**src/rtl/eecfg_pkg.sv**
```systemverilog
package eecfg_pkg;

  typedef enum logic [2:0] {
    S_IDLE,
    S_GAP,
    S_OP,
    S_ADDR,
    S_DATA,
    S_FIN
  } ld_state_t;

  localparam logic [2:0]  READ_OP    = 3'b110;
  localparam int unsigned PROBE_BITS = 8;

  // byte-wise contribution of one word to the modulo-256 sum
  function automatic logic [7:0] word_bytesum(input logic [15:0] w);
    return w[7:0] + w[15:8];
  endfunction

  // address width learned from the count of address bits still unsent
  function automatic logic [3:0] width_from_unsent(input logic [3:0] unsent);
    return 4'(PROBE_BITS) - unsent;
  endfunction

  function automatic logic pick_bit(input logic [15:0] v, input logic [3:0] idx);
    return v[idx];
  endfunction

endpackage

```
**src/rtl/eecfg_tick.sv**
```systemverilog
module eecfg_tick #(
  parameter int unsigned HALF_CYC = 100
) (
  input  logic clk,
  input  logic rst_n,
  input  logic run,
  output logic tick
);
  localparam int unsigned CW = (HALF_CYC > 1) ? $clog2(HALF_CYC) : 1;
  localparam logic [CW-1:0] LAST = CW'(HALF_CYC - 1);

  logic [CW-1:0] cnt_q;

  always_ff @(posedge clk or negedge rst_n) begin
    if (!rst_n)                    cnt_q <= '0;
    else if (!run || cnt_q == LAST) cnt_q <= '0;
    else                           cnt_q <= cnt_q + 1'b1;
  end

  assign tick = run && (cnt_q == LAST);

endmodule

```
**src/rtl/eecfg_store.sv**
```systemverilog
module eecfg_store #(
  parameter int unsigned NWORDS   = 14,
  parameter int unsigned IDXW     = 4,
  parameter int unsigned MAC_BASE = 10
) (
  input  logic            clk,
  input  logic            rst_n,
  input  logic            clr,
  input  logic            wr_en,
  input  logic [IDXW-1:0] wr_idx,
  input  logic [15:0]     wr_data,
  output logic [7:0]      sum,
  output logic [47:0]     station
);
  import eecfg_pkg::*;

  logic [7:0] sum_q;

  always_ff @(posedge clk or negedge rst_n) begin
    if (!rst_n)     sum_q <= '0;
    else if (clr)   sum_q <= '0;
    else if (wr_en) sum_q <= sum_q + word_bytesum(wr_data);
  end
  assign sum = sum_q;

  // only the three station-address words are kept
  for (genvar k = 0; k < 3; k++) begin : g_mac
    localparam logic [IDXW-1:0] SLOT = IDXW'(MAC_BASE + 2 - k);
    logic [15:0] w_q;
    always_ff @(posedge clk or negedge rst_n) begin
      if (!rst_n)                       w_q <= '0;
      else if (clr)                     w_q <= '0;
      else if (wr_en && wr_idx == SLOT) w_q <= wr_data;
    end
    assign station[16*k +: 16] = w_q;
  end


  idx_range_chk: assert property (@(posedge clk) disable iff (!rst_n)
    wr_en |-> (32'(wr_idx) < NWORDS));

endmodule

```
**src/rtl/eeprom_cfg_loader.sv**
```systemverilog
module eeprom_cfg_loader #(
  parameter int unsigned HALF_CYC = 100,
  parameter int unsigned NWORDS   = 14,
  parameter int unsigned MAC_BASE = 10
) (
  input  logic        clk,
  input  logic        rst_n,
  input  logic        start,
  output logic        ee_cs,
  output logic        ee_sk,
  output logic        ee_di,
  input  logic        ee_do,
  output logic        busy,
  output logic        done,
  output logic        cfg_valid,
  output logic        cksum_err,
  output logic        size_err,
  output logic [3:0]  addr_width,
  output logic [47:0] station_addr
);
  import eecfg_pkg::*;

  localparam int unsigned IDXW = $clog2(NWORDS);
  localparam logic [IDXW-1:0] LAST_IDX = IDXW'(NWORDS - 1);

  ld_state_t       state;
  logic            sk_q, cs_q, di_q;
  logic [3:0]      bitcnt;
  logic [IDXW-1:0] idx;
  logic            probing;
  logic [3:0]      awidth;
  logic [14:0]     shreg;

  // named internal events
  logic        tick, start_go, half_end, dummy_seen, word_end, wr_en;
  logic [3:0]  first_abit;
  logic [15:0] addr16;
  logic [15:0] wr_data;
  logic [7:0]  sum;
  logic [47:0] station;

  assign start_go   = (state == S_IDLE) && start;
  assign half_end   = tick && sk_q;
  assign dummy_seen = half_end && (state == S_ADDR) && probing && !ee_do;
  assign word_end   = half_end && (state == S_DATA) && (bitcnt == 4'd0);
  assign wr_en      = word_end && !probing;
  assign wr_data    = {shreg, ee_do};
  assign addr16     = 16'(idx);
  assign first_abit = probing ? 4'(PROBE_BITS - 1) : (awidth - 4'd1);

  eecfg_tick #(.HALF_CYC(HALF_CYC)) u_tick (
    .clk  (clk),
    .rst_n(rst_n),
    .run  ((state != S_IDLE) && (state != S_FIN)),
    .tick (tick)
  );

  eecfg_store #(.NWORDS(NWORDS), .IDXW(IDXW), .MAC_BASE(MAC_BASE)) u_store (
    .clk    (clk),
    .rst_n  (rst_n),
    .clr    (start_go),
    .wr_en  (wr_en),
    .wr_idx (idx),
    .wr_data(wr_data),
    .sum    (sum),
    .station(station)
  );

  always_ff @(posedge clk or negedge rst_n) begin
    if (!rst_n) begin
      state     <= S_IDLE;
      sk_q      <= 1'b0;
      cs_q      <= 1'b0;
      di_q      <= 1'b0;
      bitcnt    <= '0;
      idx       <= '0;
      probing   <= 1'b0;
      awidth    <= '0;
      shreg     <= '0;
      done      <= 1'b0;
      cfg_valid <= 1'b0;
      cksum_err <= 1'b0;
      size_err  <= 1'b0;
    end else begin
      done <= 1'b0;
      case (state)
        S_IDLE: if (start) begin
          state     <= S_GAP;
          probing   <= 1'b1;
          idx       <= '0;
          awidth    <= '0;
          cfg_valid <= 1'b0;
          cksum_err <= 1'b0;
          size_err  <= 1'b0;
        end
        S_GAP: if (tick) begin
          cs_q   <= 1'b1;
          state  <= S_OP;
          bitcnt <= 4'd2;
          di_q   <= READ_OP[2];
        end
        S_OP: if (tick) begin
          if (!sk_q) sk_q <= 1'b1;
          else begin
            sk_q <= 1'b0;
            if (bitcnt == 4'd0) begin
              state  <= S_ADDR;
              bitcnt <= first_abit;
              di_q   <= pick_bit(addr16, first_abit);
            end else begin
              bitcnt <= bitcnt - 4'd1;
              di_q   <= pick_bit(16'(READ_OP), bitcnt - 4'd1);
            end
          end
        end
        S_ADDR: if (tick) begin
          if (!sk_q) sk_q <= 1'b1;
          else begin
            sk_q <= 1'b0;
            if (dummy_seen) begin
              awidth <= width_from_unsent(bitcnt);
              state  <= S_DATA;
              bitcnt <= 4'd15;
              di_q   <= 1'b0;
            end else if (bitcnt == 4'd0) begin
              if (probing) begin
                state    <= S_IDLE;
                cs_q     <= 1'b0;
                di_q     <= 1'b0;
                probing  <= 1'b0;
                size_err <= 1'b1;
                done     <= 1'b1;
              end else begin
                state  <= S_DATA;
                bitcnt <= 4'd15;
                di_q   <= 1'b0;
              end
            end else begin
              bitcnt <= bitcnt - 4'd1;
              di_q   <= pick_bit(addr16, bitcnt - 4'd1);
            end
          end
        end
        S_DATA: if (tick) begin
          if (!sk_q) sk_q <= 1'b1;
          else begin
            sk_q  <= 1'b0;
            shreg <= {shreg[13:0], ee_do};
            if (word_end) begin
              cs_q  <= 1'b0;
              state <= S_GAP;
              if (probing)              probing <= 1'b0;
              else if (idx == LAST_IDX) state   <= S_FIN;
              else                      idx     <= idx + 1'b1;
            end else begin
              bitcnt <= bitcnt - 4'd1;
            end
          end
        end
        S_FIN: begin
          state     <= S_IDLE;
          done      <= 1'b1;
          cfg_valid <= (sum == 8'd0);
          cksum_err <= (sum != 8'd0);
        end
        default: state <= S_IDLE;
      endcase
    end
  end

  assign ee_cs        = cs_q;
  assign ee_sk        = sk_q;
  assign ee_di        = di_q;
  assign busy         = (state != S_IDLE);
  assign addr_width   = awidth;
  assign station_addr = cfg_valid ? station : 48'd0;

  // phase-length observer for the serial clock
  logic        sk_seen;
  logic [31:0] ph_len;
  always_ff @(posedge clk or negedge rst_n) begin
    if (!rst_n) begin
      sk_seen <= 1'b0;
      ph_len  <= '0;
    end else begin
      sk_seen <= ee_sk;
      if (ee_sk != sk_seen)  ph_len <= 32'd1;
      else if (ph_len != '1) ph_len <= ph_len + 32'd1;
    end
  end


  sk_needs_cs_chk: assert property (@(posedge clk) disable iff (!rst_n)
    !ee_cs |-> !ee_sk);


  phase_len_chk: assert property (@(posedge clk) disable iff (!rst_n)
    (ee_sk != sk_seen) |-> (ph_len >= 32'(HALF_CYC)));


  di_low_data_chk: assert property (@(posedge clk) disable iff (!rst_n)
    (state == S_DATA) |-> !ee_di);


  done_pulse_chk: assert property (@(posedge clk) disable iff (!rst_n)
    done |=> !done);


  done_idle_chk: assert property (@(posedge clk) disable iff (!rst_n)
    done |-> !busy);


  one_outcome_chk: assert property (@(posedge clk) disable iff (!rst_n)
    done |-> ($countones({cfg_valid, cksum_err, size_err}) == 1));


  width_learned_chk: assert property (@(posedge clk) disable iff (!rst_n)
    (done && !size_err) |-> (addr_width != 4'd0));


  size_err_quiet_chk: assert property (@(posedge clk) disable iff (!rst_n)
    size_err |-> !ee_cs);

endmodule

```
**config.mk**
```make
export PLATFORM = sky130hd
export DESIGN_NAME = eeprom_cfg_loader
export DESIGN_NICKNAME = d
export VERILOG_FILES = /design/src/rtl/eecfg_pkg.sv /design/src/rtl/eecfg_tick.sv /design/src/rtl/eecfg_store.sv /design/src/rtl/eeprom_cfg_loader.sv
export SDC_FILE = /design/constraint.sdc
export NUM_CORES = 1
export LEC_CHECK = 0
export ABC_CLOCK_PERIOD_IN_PS = 4100
export BUFFER_PORTS_ARGS = -buffer_cell sky130_fd_sc_hd__buf_4
export CAP_MARGIN = 15
export CORE_MARGIN = 4
export CORE_UTILIZATION = 59
export DETAILED_ROUTE_END_ITERATION = 12
export PLACE_DENSITY = 0.79
export SLEW_MARGIN = 20
export SYNTH_ARGS = -nofsm -noshare
export SYNTH_HDL_FRONTEND = slang
export SYNTH_SLANG_ARGS = --single-unit
```
**constraint.sdc**
```tcl
create_clock -name clk -period 4.1 [get_ports clk]
set_input_delay 0.205 -clock clk [delete_from_list [all_inputs] [get_ports clk]]
set_output_delay 0.205 -clock clk [all_outputs]
set_load 0.005 [all_outputs]
```
# --- Word-level counts from Yosys, hierarchy flattened ---
# Memories as Yosys holds them, arrays and structs flattened.
# Cells that the tools add are included.
word_totals:
  regBits: 101
  rom_bits: 16
  input_bits: 4
  n_memories: 1
mem_list:
  columns: ["name", "words", "width", "read_ports", "rd_clocked_by_memory_dff", "wr", "line", "text"]
  rows:
  - ["(name not given)", 16, 1, 1, 0, 0, "eecfg_pkg.sv:26", "return v[idx];"]
op_classes:
  add_sub_neg: 7
  order_cmp: 2
  n_eq_ne: 30
  mux: 96
  reduce_logical: 45
op_table:
  columns: ["cell", "count"]
  rows:
  - ["two-way mux 16 bit", 6]
  - ["two-way mux 4 bit", 22]
  - ["two-way mux 48 bit", 1]
  - ["two-way mux 3 bit", 15]
  - ["two-way mux 1 bit", 36]
  - ["inequality test 2 bit, second input constant", 16]
  - ["AND reduction 10 bit", 2]
  - ["adder 8 bit", 2]
  - ["equality test 4 bit, second input constant", 4]
  - ["two-way mux 8 bit", 2]
  - ["one-hot mux 4 bit (2 select lines)", 2]
  - ["one-hot mux 4 bit (4 select lines)", 1]
  - ["one-hot mux 3 bit (5 select lines)", 1]
  - ["AND reduction 7 bit", 2]
  - ["nonzero test 2 bit", 7]
  - ["logical AND 1 bit", 13]
  - ["nonzero test 3 bit", 4]
  - ["AND reduction 11 bit", 1]
  - ["less-than comparator 4 x 5 -> 1 bit, second input constant", 2]
  - ["one-hot mux 1 bit (3 select lines)", 3]
  - ["AND reduction 9 bit", 1]
  - ["binary-select mux 1 bit (select 4 bit)", 2]
  - ["logical NOT 8 bit", 1]
  - ["one-hot mux 1 bit (2 select lines)", 4]
  - ["other kinds (24)", 30]

# --- Logic depth before layout (Yosys ltp) ---
# Gate-level depths: netlist of the first run.
depth:
  word_depth: 11
  mapped_depth: 12
  depth_no_buf: 10

# --- By module ---
# A second synthesis of the first run with hierarchy kept.
hier_totals:
  cells_unflattened: 558
  hier_area_um2: 5524.0
by_module_without_submodules:
  columns: ["mod", "n_inst", "cells_per_inst", "area_each_um2", "seq_area_each_um2"]
  rows:
  - ["eecfg_store", 1, 245, 2667.6, 1401.3]
  - ["eeprom_cfg_loader", 1, 281, 2534.9, 950.9]
  - ["eecfg_tick", 1, 32, 321.6, 175.2]

# --- Least setup slack after synthesis of the first run ---
# No wires, ideal clock.
synth_path:
  path_type: "register to register"
  startpoint: "reg bitcnt[0]"
  endpoint: "reg u_store.g_mac[0].w_q[5]"
  setup_ps: 140
  arrival_time_ps: 2872
  required_ps: 3960
  path_slack_ps: 1088
  path_stages_with_launch: 13
  n_path_buf: 5
  cell_sequence: "dfrtp_1 -> clkbuf_1 -> inv_1 -> ha_1 -> or3b_1 -> buf_2 -> or4b_4 -> buf_6 -> or4_4 -> buf_6 -> buf_12 -> nand2_2 -> a21oi_2"
synth_between:
  elab_chain_len: 5
synth_lines:
  columns: ["item", "line", "text"]
  rows:
  - ["start, declared", "eeprom_cfg_loader.sv:28", "logic [3:0] bitcnt;"]
  - ["start signal, assigned", "eeprom_cfg_loader.sv:108", "bitcnt <= first_abit;"]
  - ["start signal, assigned", "eeprom_cfg_loader.sv:111", "bitcnt <= bitcnt - 4'd1;"]
  - ["start signal, assigned", "eeprom_cfg_loader.sv:139", "bitcnt <= bitcnt - 4'd1;"]
  - ["logical NOT 4 bit", "eeprom_cfg_loader.sv:45", "assign word_end = half_end && (state == S_DATA) && (bitcnt == 4'd0);"]
  - ["logical AND 1 bit", "eeprom_cfg_loader.sv:45", null]
  - ["logical AND 1 bit", "eeprom_cfg_loader.sv:46", "assign wr_en = word_end && !probing;"]
  - ["logical AND 1 bit", "eecfg_store.sv:33", "else if (wr_en && wr_idx == SLOT) w_q <= wr_data;"]
  - ["nonzero test 2 bit (no line)", null, null]
  - ["end signal, assigned", "eecfg_store.sv:33", null]
  - ["end, declared", "eecfg_store.sv:29", "logic [15:0] w_q;"]
# Every way passes these cells.
# A chain may end at the register's enable or synchronous reset.

# --- Worst setup path in the final report of the first run ---
# Ends and elaborated chain as after synthesis.

==> results.sh, run 1 <==
export IMPL_outcome="finished, final reports clean"
export IMPL_cts_tree="yes"
export IMPL_critPathSlowestCell="sky130_fd_sc_hd__nor4_4"
export IMPL_antenna_violations_before_repair=0
export IMPL_die_x_um=105
export IMPL_maxSlewViolCount=0
export IMPL_fin_ws_ns=0.958
export IMPL_reg2reg_depth=7
export IMPL_remaining_drc_errors=0
export IMPL_worstPathRequired_ns=4.39
export IMPL_crit_reg2reg_capture="u_store.g_mac[0].w_q[5]$_DFFE_PN0P_"
export IMPL_critPathKind="flip-flop to flip-flop"
export IMPL_die_area_sq_um=11100
export IMPL_met1_usage_pct=34.7
export IMPL_drv_cap=0
export IMPL_synthesis_stage_register_bit_count=101
export IMPL_maximum_clock_rate_mhz=318
export IMPL_insertedDiodeCount=0
export IMPL_synth_cell_types=58
export IMPL_drt_iter0_drc=317
export IMPL_setup_total_negative_slack_ns=0
export IMPL_most_common_cell_after_layout_fill_and_taps_aside="sky130_fd_sc_hd__dfrtp_1"
export IMPL_use_met3_pct=3.61
export IMPL_report_power_total_mw=1.95
export IMPL_cts_reportedPaths_clkPinSlew_ns=0.10
export IMPL_power_density_nw_per_um2=308
export IMPL_h_tree_depth=3
export IMPL_core_footprint_sq_um=9240
export IMPL_drt_pre_antenna_iters=4
export IMPL_min_from="ee_do"
export IMPL_worst_endpoint_arrival_ns=3.44
export IMPL_top_post_synthesis_cells_by_area="sky130_fd_sc_hd__dfrtp_1 (45%), sky130_fd_sc_hd__mux2i_1 (7.0%), sky130_fd_sc_hd__and2_1 (5.7%)"
export IMPL_syn_area_sq_um=5590
export IMPL_globalRoute_busiestLayer="met2"
export IMPL_nNetsFinal=630
export IMPL_grt_setup_unrepaired="no"
export IMPL_dr_total_vias=4267
export IMPL_crit_path_max_fanout=16
export IMPL_most_common_layout_cells="sky130_fd_sc_hd__dfrtp_1 (100), sky130_fd_sc_hd__buf_4 (68), sky130_fd_sc_hd__nor2_1 (56)"
export IMPL_hold_worst_slack_ns=0.150
export IMPL_die_height_um=105
export IMPL_timing_final_crit_period_ns=3.14
export IMPL_io_buf_count=63
export IMPL_insertion_delay_ns=0.37
export IMPL_slew_headroom_pct=31.4
export IMPL_cts_sinks=101
export IMPL_synth_enable_flop_cells=0
export IMPL_max_vdd_ir_drop_mv=0.213
export IMPL_post_synth_inst_count=561
export IMPL_max_slew_worst_pin_slew_ns=1.03
export IMPL_grt_start_max_net_pins=66
export IMPL_ant_nets=0
export IMPL_rows=35
export IMPL_vias_in_the_first_global_route=4178
export IMPL_routabilityCongestion=0.857
export IMPL_power_leakage_nw=3.20
export IMPL_crit_path_largest_cell_delay_ns=0.68
export IMPL_worst_setup_path_start_kind="flip-flop"
export IMPL_finalClockSkew_ns=0.00776
export IMPL_grt_overflow_total=0
export IMPL_synth_flop_cell="sky130_fd_sc_hd__dfrtp_1"
export IMPL_async_flop_share_pct=100
export IMPL_final_hold_violation_count=0
export IMPL_postSynthAreaPerCell_sq_um=9.96
export IMPL_tritoncts_num_buffers=9
export IMPL_r2r_slack_ns=0.96
export IMPL_synth_yosys_seq_area_share_pct=45.2
export IMPL_wire_per_inst_um=17.3
export IMPL_whs_endpoint="u_store.g_mac[0].w_q[0]$_DFFE_PN0P_"
export IMPL_rr_startpoint="bitcnt[0]$_DFFE_PN0P_"
export IMPL_crit_path_end_kind="flip-flop"
export IMPL_clock_tree_buffer_depth=2
export IMPL_cts_root_buffer="sky130_fd_sc_hd__clkbuf_8"
export IMPL_worstHoldPathCells=3
export IMPL_place_ws_ns=0.990
export IMPL_post_route_period_util_pct=76.6
export IMPL_design_portCount=64
export IMPL_hpwl_mm=8.74
export IMPL_critPathLaunch="bitcnt[0]$_DFFE_PN0P_"
export IMPL_wirelength_mm=12.8
export IMPL_final_setup_viol_count=0
export IMPL_synth_largest_area_cell="sky130_fd_sc_hd__dfrtp_1"
export IMPL_synth_warnings=0
export IMPL_synth_top_area_share_pct=45.2
export IMPL_critical_path_cell_chain="inv_1 > ha_1 > or3b_1 > or4b_4 > nor4_4 > nand2_1 > a21oi_2"
export IMPL_cts_repair_timing_setup_buffer_count=0
export IMPL_use_met2_pct=36.3
export IMPL_grt_first_pass_wirelength_mm=21.2
export IMPL_area_growth_syn_to_layout_pct=13.1
export IMPL_hold_class="input port to flip-flop"
export IMPL_synth_fp_nets=586
export IMPL_track_usage_pct=23.8
export IMPL_floorplan_initialDensity_pct=60.5
export IMPL_avgViaCountPerCell=5.77
export IMPL_proportion_of_layout_cells_with_a_drive_suffix_above_1_pct=22.3
[cell type report]
cell class,instances,area (sq um)
clock inverters,6,76.3
flip-flops and latches,101,2530
repair buffers,69,520
well taps,129,161
inverters,15,56.3
fillers,758,2920
multi-input cells,409,2840
clock buffers,10,138
[what timing repair did]
| action | 4_1_cts | 5_1_grt |
|---|---|---|
| hold buffers | 1 | 0 |
| gates resized for setup | 0 | 0 |
| hold endpoints to repair | 64 | 0 |
[layer usage]
layer,share of wire (%),vias to the layer above
met2,46,125
met4,2.1,0
met3,5.0,20
li1,-,2010
met5,0,-
met1,47,2112
[synth_stat cells, drive strengths merged, types with 4 or more instances]
| master | n |
|---|---|
| a21oi | 33 |
| and2 | 51 |
| buf | 10 |
| clkbuf | 26 |
| dfrtp | 101 |
| fa | 8 |
| ha | 13 |
| inv | 15 |
| mux2 | 16 |
| mux2i | 39 |
| nand2 | 55 |
| nand3 | 19 |
| nor2 | 56 |
| nor3 | 11 |
| nor4 | 7 |
| o21ai | 23 |
| o31ai | 6 |
| or2 | 4 |
| xnor2 | 11 |
| xor2 | 6 |
[cell families after synthesis]
| family | share of synthesized area (%) |
|---|---|
| flops | 45.2 |
| mux | 10.6 |
| fa+ha+maj | 5.78 |
| xor+xnor | 2.66 |
| buf+inv | 4.14 |
| compound gates | 10.1 |
| simple gates | 21.5 |
[where the power goes]
part	internal [mW]	switching (mW)	leakage [nW]
logic	0.0571	0.155	1.70
registers	1.01	0.0450	1.39
clock network	0.310	0.368	0.109
[worst max-delay path: cells and delay by family, from the launching register on]
kind                       cells  cell delay (ns)
AOI/OAI and AO/OA              1             0.17
buffers and inverters          1             0.13
and+or+nand+nor                4             1.99
adders and majority gates      1             0.27
DFF                            1             0.51
[registers in the layout, indices dropped and copies added, names as in the netlist]
name / cells
addr_width: 4
bitcnt: 4
cfg_valid: 1
cksum_err: 1
done: 1
ee_cs: 1
ee_di: 1
ee_sk: 1
idx: 4
probing: 1
shreg: 15
size_err: 1
state: 3
u_store.g_mac.w_q: 48
u_store.sum: 8
u_tick.cnt_q: 7
[per-stage QoR]
stage	utilization (%)	instances	area (sq um)
CTS	68.4	739	6320
global placement	65.9	722	6090
floorplan	-	561	5590
global route	68.4	739	6320
finish	68.4	739	6320
detailed placement	65.9	722	6090
[how the worst max path moves through the flow]
stage                                                end  slack (ns)  cells after the start
floorplan            u_store.g_mac[0].w_q[5]$_DFFE_PN0P_        1.09                     12
global placement    u_store.g_mac[0].w_q[11]$_DFFE_PN0P_        1.08                      7
detailed placement   u_store.g_mac[0].w_q[5]$_DFFE_PN0P_        0.99                      7
CTS                  u_store.g_mac[0].w_q[5]$_DFFE_PN0P_        0.96                      7
global route        u_store.g_mac[0].w_q[11]$_DFFE_PN0P_        0.75                      7
finish               u_store.g_mac[0].w_q[5]$_DFFE_PN0P_        0.96                      7
No activity file was read; power rests on OpenSTA's default activity.
==> run 2, diff against run 1 <==
Settings changed: ABC_AREA set to 1, ABC_CLOCK_PERIOD_IN_PS 4100 to 2800, CORE_UTILIZATION 59 to 54, PLACE_DENSITY 0.79 to 0.76.
Clock period 4.1 ns to 2.8 ns, I/O delays scaled along.
==> run 2 against run 1 <==
  * Area after synthesis up 5.6%
  * Fmax up 27%
  * Worst setup slack worse by 0.64 ns
  * Total power up 29%
  * Sequential power up 39%
  * Critical endpoint is now u_store.g_mac[2].w_q[13]$_DFFE_PN0P_
  * Final area up 4.0%
  * Worst hold slack worse by 0.0049 ns
  * Combinational power down 59%
  * Largest power group unchanged
  * Clock skew up 0.0038 ns
==> results.sh, run 2 <==
export IMPL_power_leakage_nw=3.69
export IMPL_die_area_sq_um=12700
export IMPL_most_frequent_cell_after_synthesis="sky130_fd_sc_hd__nand2_1"
export IMPL_synth_top_area_share_pct=42.8
export IMPL_crit_path_end_kind="flip-flop"
export IMPL_top_post_synthesis_cells_by_area="sky130_fd_sc_hd__dfrtp_1 (43%), sky130_fd_sc_hd__nand2_1 (12%), sky130_fd_sc_hd__nand3_1 (7.2%)"
export IMPL_reg2reg_depth=9
export IMPL_clock_tree_buffer_depth=2
export IMPL_insertion_delay_ns=0.37
export IMPL_syn_area_sq_um=5900
export IMPL_area_growth_syn_to_layout_pct=11.3
export IMPL_synth_largest_area_cell="sky130_fd_sc_hd__dfrtp_1"
export IMPL_cts_reportedPaths_clkPinSlew_ns=0.10
export IMPL_post_route_period_util_pct=88.6
export IMPL_final_hold_violation_count=0
export IMPL_floorplan_initialDensity_pct=56.2
export IMPL_setup_total_negative_slack_ns=0
export IMPL_max_vdd_ir_drop_mv=0.211
export IMPL_maximum_clock_rate_mhz=403
export IMPL_hpwl_mm=9.81
export IMPL_crit_path_max_fanout=32
export IMPL_rows=37
export IMPL_most_common_cell_after_layout_fill_and_taps_aside="sky130_fd_sc_hd__nand2_1"
export IMPL_io_buf_count=63
export IMPL_wire_per_inst_um=14.3
export IMPL_synth_warnings=0
export IMPL_final_setup_viol_count=0
export IMPL_synth_enable_flop_cells=0
export IMPL_max_slew_worst_pin_slew_ns=0.720
export IMPL_worst_endpoint_arrival_ns=2.73
export IMPL_hold_buffers=1
export IMPL_die_x_um=113
export IMPL_timing_final_crit_period_ns=2.48
export IMPL_die_height_um=113
export IMPL_cts_root_buffer="sky130_fd_sc_hd__clkbuf_8"
export IMPL_drv_cap=0
export IMPL_drt_iter0_drc=294
export IMPL_synth_yosys_seq_area_share_pct=42.8
export IMPL_design_portCount=64
export IMPL_outcome="finished, final reports clean"
export IMPL_routabilityCongestion=0.886
export IMPL_min_from="ee_do"
export IMPL_cts_repair_timing_setup_buffer_count=0
export IMPL_worstPathRequired_ns=3.05
export IMPL_maxSlewViolCount=0
export IMPL_worst_setup_path_start_kind="flip-flop"
export IMPL_synth_top_cells_by_count="sky130_fd_sc_hd__nand2_1 (185), sky130_fd_sc_hd__inv_1 (105), sky130_fd_sc_hd__dfrtp_1 (101)"
export IMPL_grt_overflow_total=0
export IMPL_largest_register="u_store.g_mac.w_q"
export IMPL_slew_headroom_pct=52.0
export IMPL_cts_tree="yes"
export IMPL_hold_worst_slack_ns=0.145
export IMPL_postSynthAreaPerCell_sq_um=8.13
export IMPL_hold_class="input port to flip-flop"
export IMPL_synthesis_stage_register_bit_count=101
export IMPL_grt_first_pass_wirelength_mm=22.8
export IMPL_synth_cell_types=41
export IMPL_proportion_of_layout_cells_with_a_drive_suffix_above_1_pct=17.9
export IMPL_grt_start_max_net_pins=83
export IMPL_power_density_nw_per_um2=382
export IMPL_track_usage_pct=21.7
export IMPL_vias_in_the_first_global_route=4715
export IMPL_core_footprint_sq_um=10500
export IMPL_synth_fp_nets=751
export IMPL_synth_flop_cell="sky130_fd_sc_hd__dfrtp_1"
export IMPL_insertedDiodeCount=0
export IMPL_avgViaCountPerCell=5.38
export IMPL_rr_startpoint="bitcnt[0]$_DFFE_PN0P_"
export IMPL_remaining_drc_errors=0
export IMPL_r2r_slack_ns=0.32
export IMPL_finalClockSkew_ns=0.0115
export IMPL_largest_reg_flops=48
export IMPL_dr_total_vias=4938
export IMPL_worstHoldPathCells=3
export IMPL_antenna_violations_before_repair=0
export IMPL_ant_nets=0
export IMPL_grt_setup_unrepaired="no"
export IMPL_whs_endpoint="u_store.g_mac[1].w_q[0]$_DFFE_PN0P_"
export IMPL_most_common_layout_cells="sky130_fd_sc_hd__nand2_1 (185), sky130_fd_sc_hd__inv_1 (104), sky130_fd_sc_hd__dfrtp_1 (101)"
export IMPL_drt_pre_antenna_iters=5
export IMPL_wirelength_mm=13.2
export IMPL_tritoncts_num_buffers=9
export IMPL_h_tree_depth=3
export IMPL_post_cts_resize_count=0
export IMPL_post_synth_inst_count=726
export IMPL_cts_sinks=101
export IMPL_async_flop_share_pct=100
export IMPL_nNetsFinal=802
export IMPL_critPathKind="flip-flop to flip-flop"
export IMPL_crit_reg2reg_capture="u_store.g_mac[2].w_q[13]$_DFFE_PN0P_"
-- run 2: final cells by class --
cell class	instances	area, sq um
timing repair buffer	68	517
inverter	111	422
fill	905	3940
tap	136	170
sequential	101	2530
clock buffer	10	128
clock inverter	6	71.3
multi-input combinational	486	2730
-- run 2: routing by layer --
layer / routed length, um / track usage (%) / share of wire [%]
met5: 0 / 0 / 0
met4: 291 / 7.85 / 2.2
met3: 799 / 2.96 / 6.1
met2: 6150 / 34.6 / 47
met1: 5920 / 30.4 / 45
-- run 2: worst max-delay path, stage by stage, from the launching register on --
cell and delay (ns):
sky130_fd_sc_hd__dfrtp_1 0.50, sky130_fd_sc_hd__inv_1 0.18, sky130_fd_sc_hd__ha_1 0.26, sky130_fd_sc_hd__nand3_2 0.18
sky130_fd_sc_hd__inv_2 0.16, sky130_fd_sc_hd__nand4_4 0.16, sky130_fd_sc_hd__nor2_8 0.24, sky130_fd_sc_hd__nand3_4 0.38
sky130_fd_sc_hd__nand3_1 0.22, sky130_fd_sc_hd__o21ai_2 0.07
-- run 2: report_power, final --
group          internal [mW]  switching, mW  total [mW]
clock                  0.424          0.528       0.951
sequential              1.47        0.00732        1.47
combinational         0.0297         0.0578      0.0875
-- run 2: logic make-up after synthesis --
family,Yosys count,synth area share [%]
AOI/OAI and AO/OA,94,9.87
xor gates and xnor gates,13,1.93
adders and majority gates,21,5.47
buffers and inverters,139,10.9
DFF,101,42.8
muxes,10,1.91
and+or+nand+nor,348,27.1
-- run 2: worst max path at each step --
stage | start | to | slack (ns) | cells past startpoint
finish | bitcnt[0]$_DFFE_PN0P_ | u_store.g_mac[2].w_q[13]$_DFFE_PN0P_ | 0.32 | 9
global route | bitcnt[0]$_DFFE_PN0P_ | u_store.g_mac[2].w_q[8]$_DFFE_PN0P_ | 0.09 | 9
CTS | bitcnt[0]$_DFFE_PN0P_ | u_store.g_mac[2].w_q[8]$_DFFE_PN0P_ | 0.31 | 9
detailed placement | bitcnt[0]$_DFFE_PN0P_ | u_store.g_mac[2].w_q[13]$_DFFE_PN0P_ | 0.35 | 9
global placement | bitcnt[0]$_DFFE_PN0P_ | u_store.g_mac[2].w_q[11]$_DFFE_PN0P_ | 0.46 | 9
floorplan | shreg[0]$_DFFE_PN0N_ | u_store.sum[7]$_DFFE_PN0P_ | 0.78 | 7
-- run 2: metrics by stage --
stage	instances	power (mW)	setup WS (ns)	area [sq um]	util (%)
2_1_floorplan	726	1.54	0.776	5900	-
3_3_place_gp	901	1.59	0.456	6360	60.5
3_5_place_dp	901	1.59	0.348	6360	60.5
4_1_cts	918	2.54	0.311	6570	62.5
5_1_grt	918	2.62	0.0879	6570	62.5
6_report	918	2.51	0.320	6570	62.5
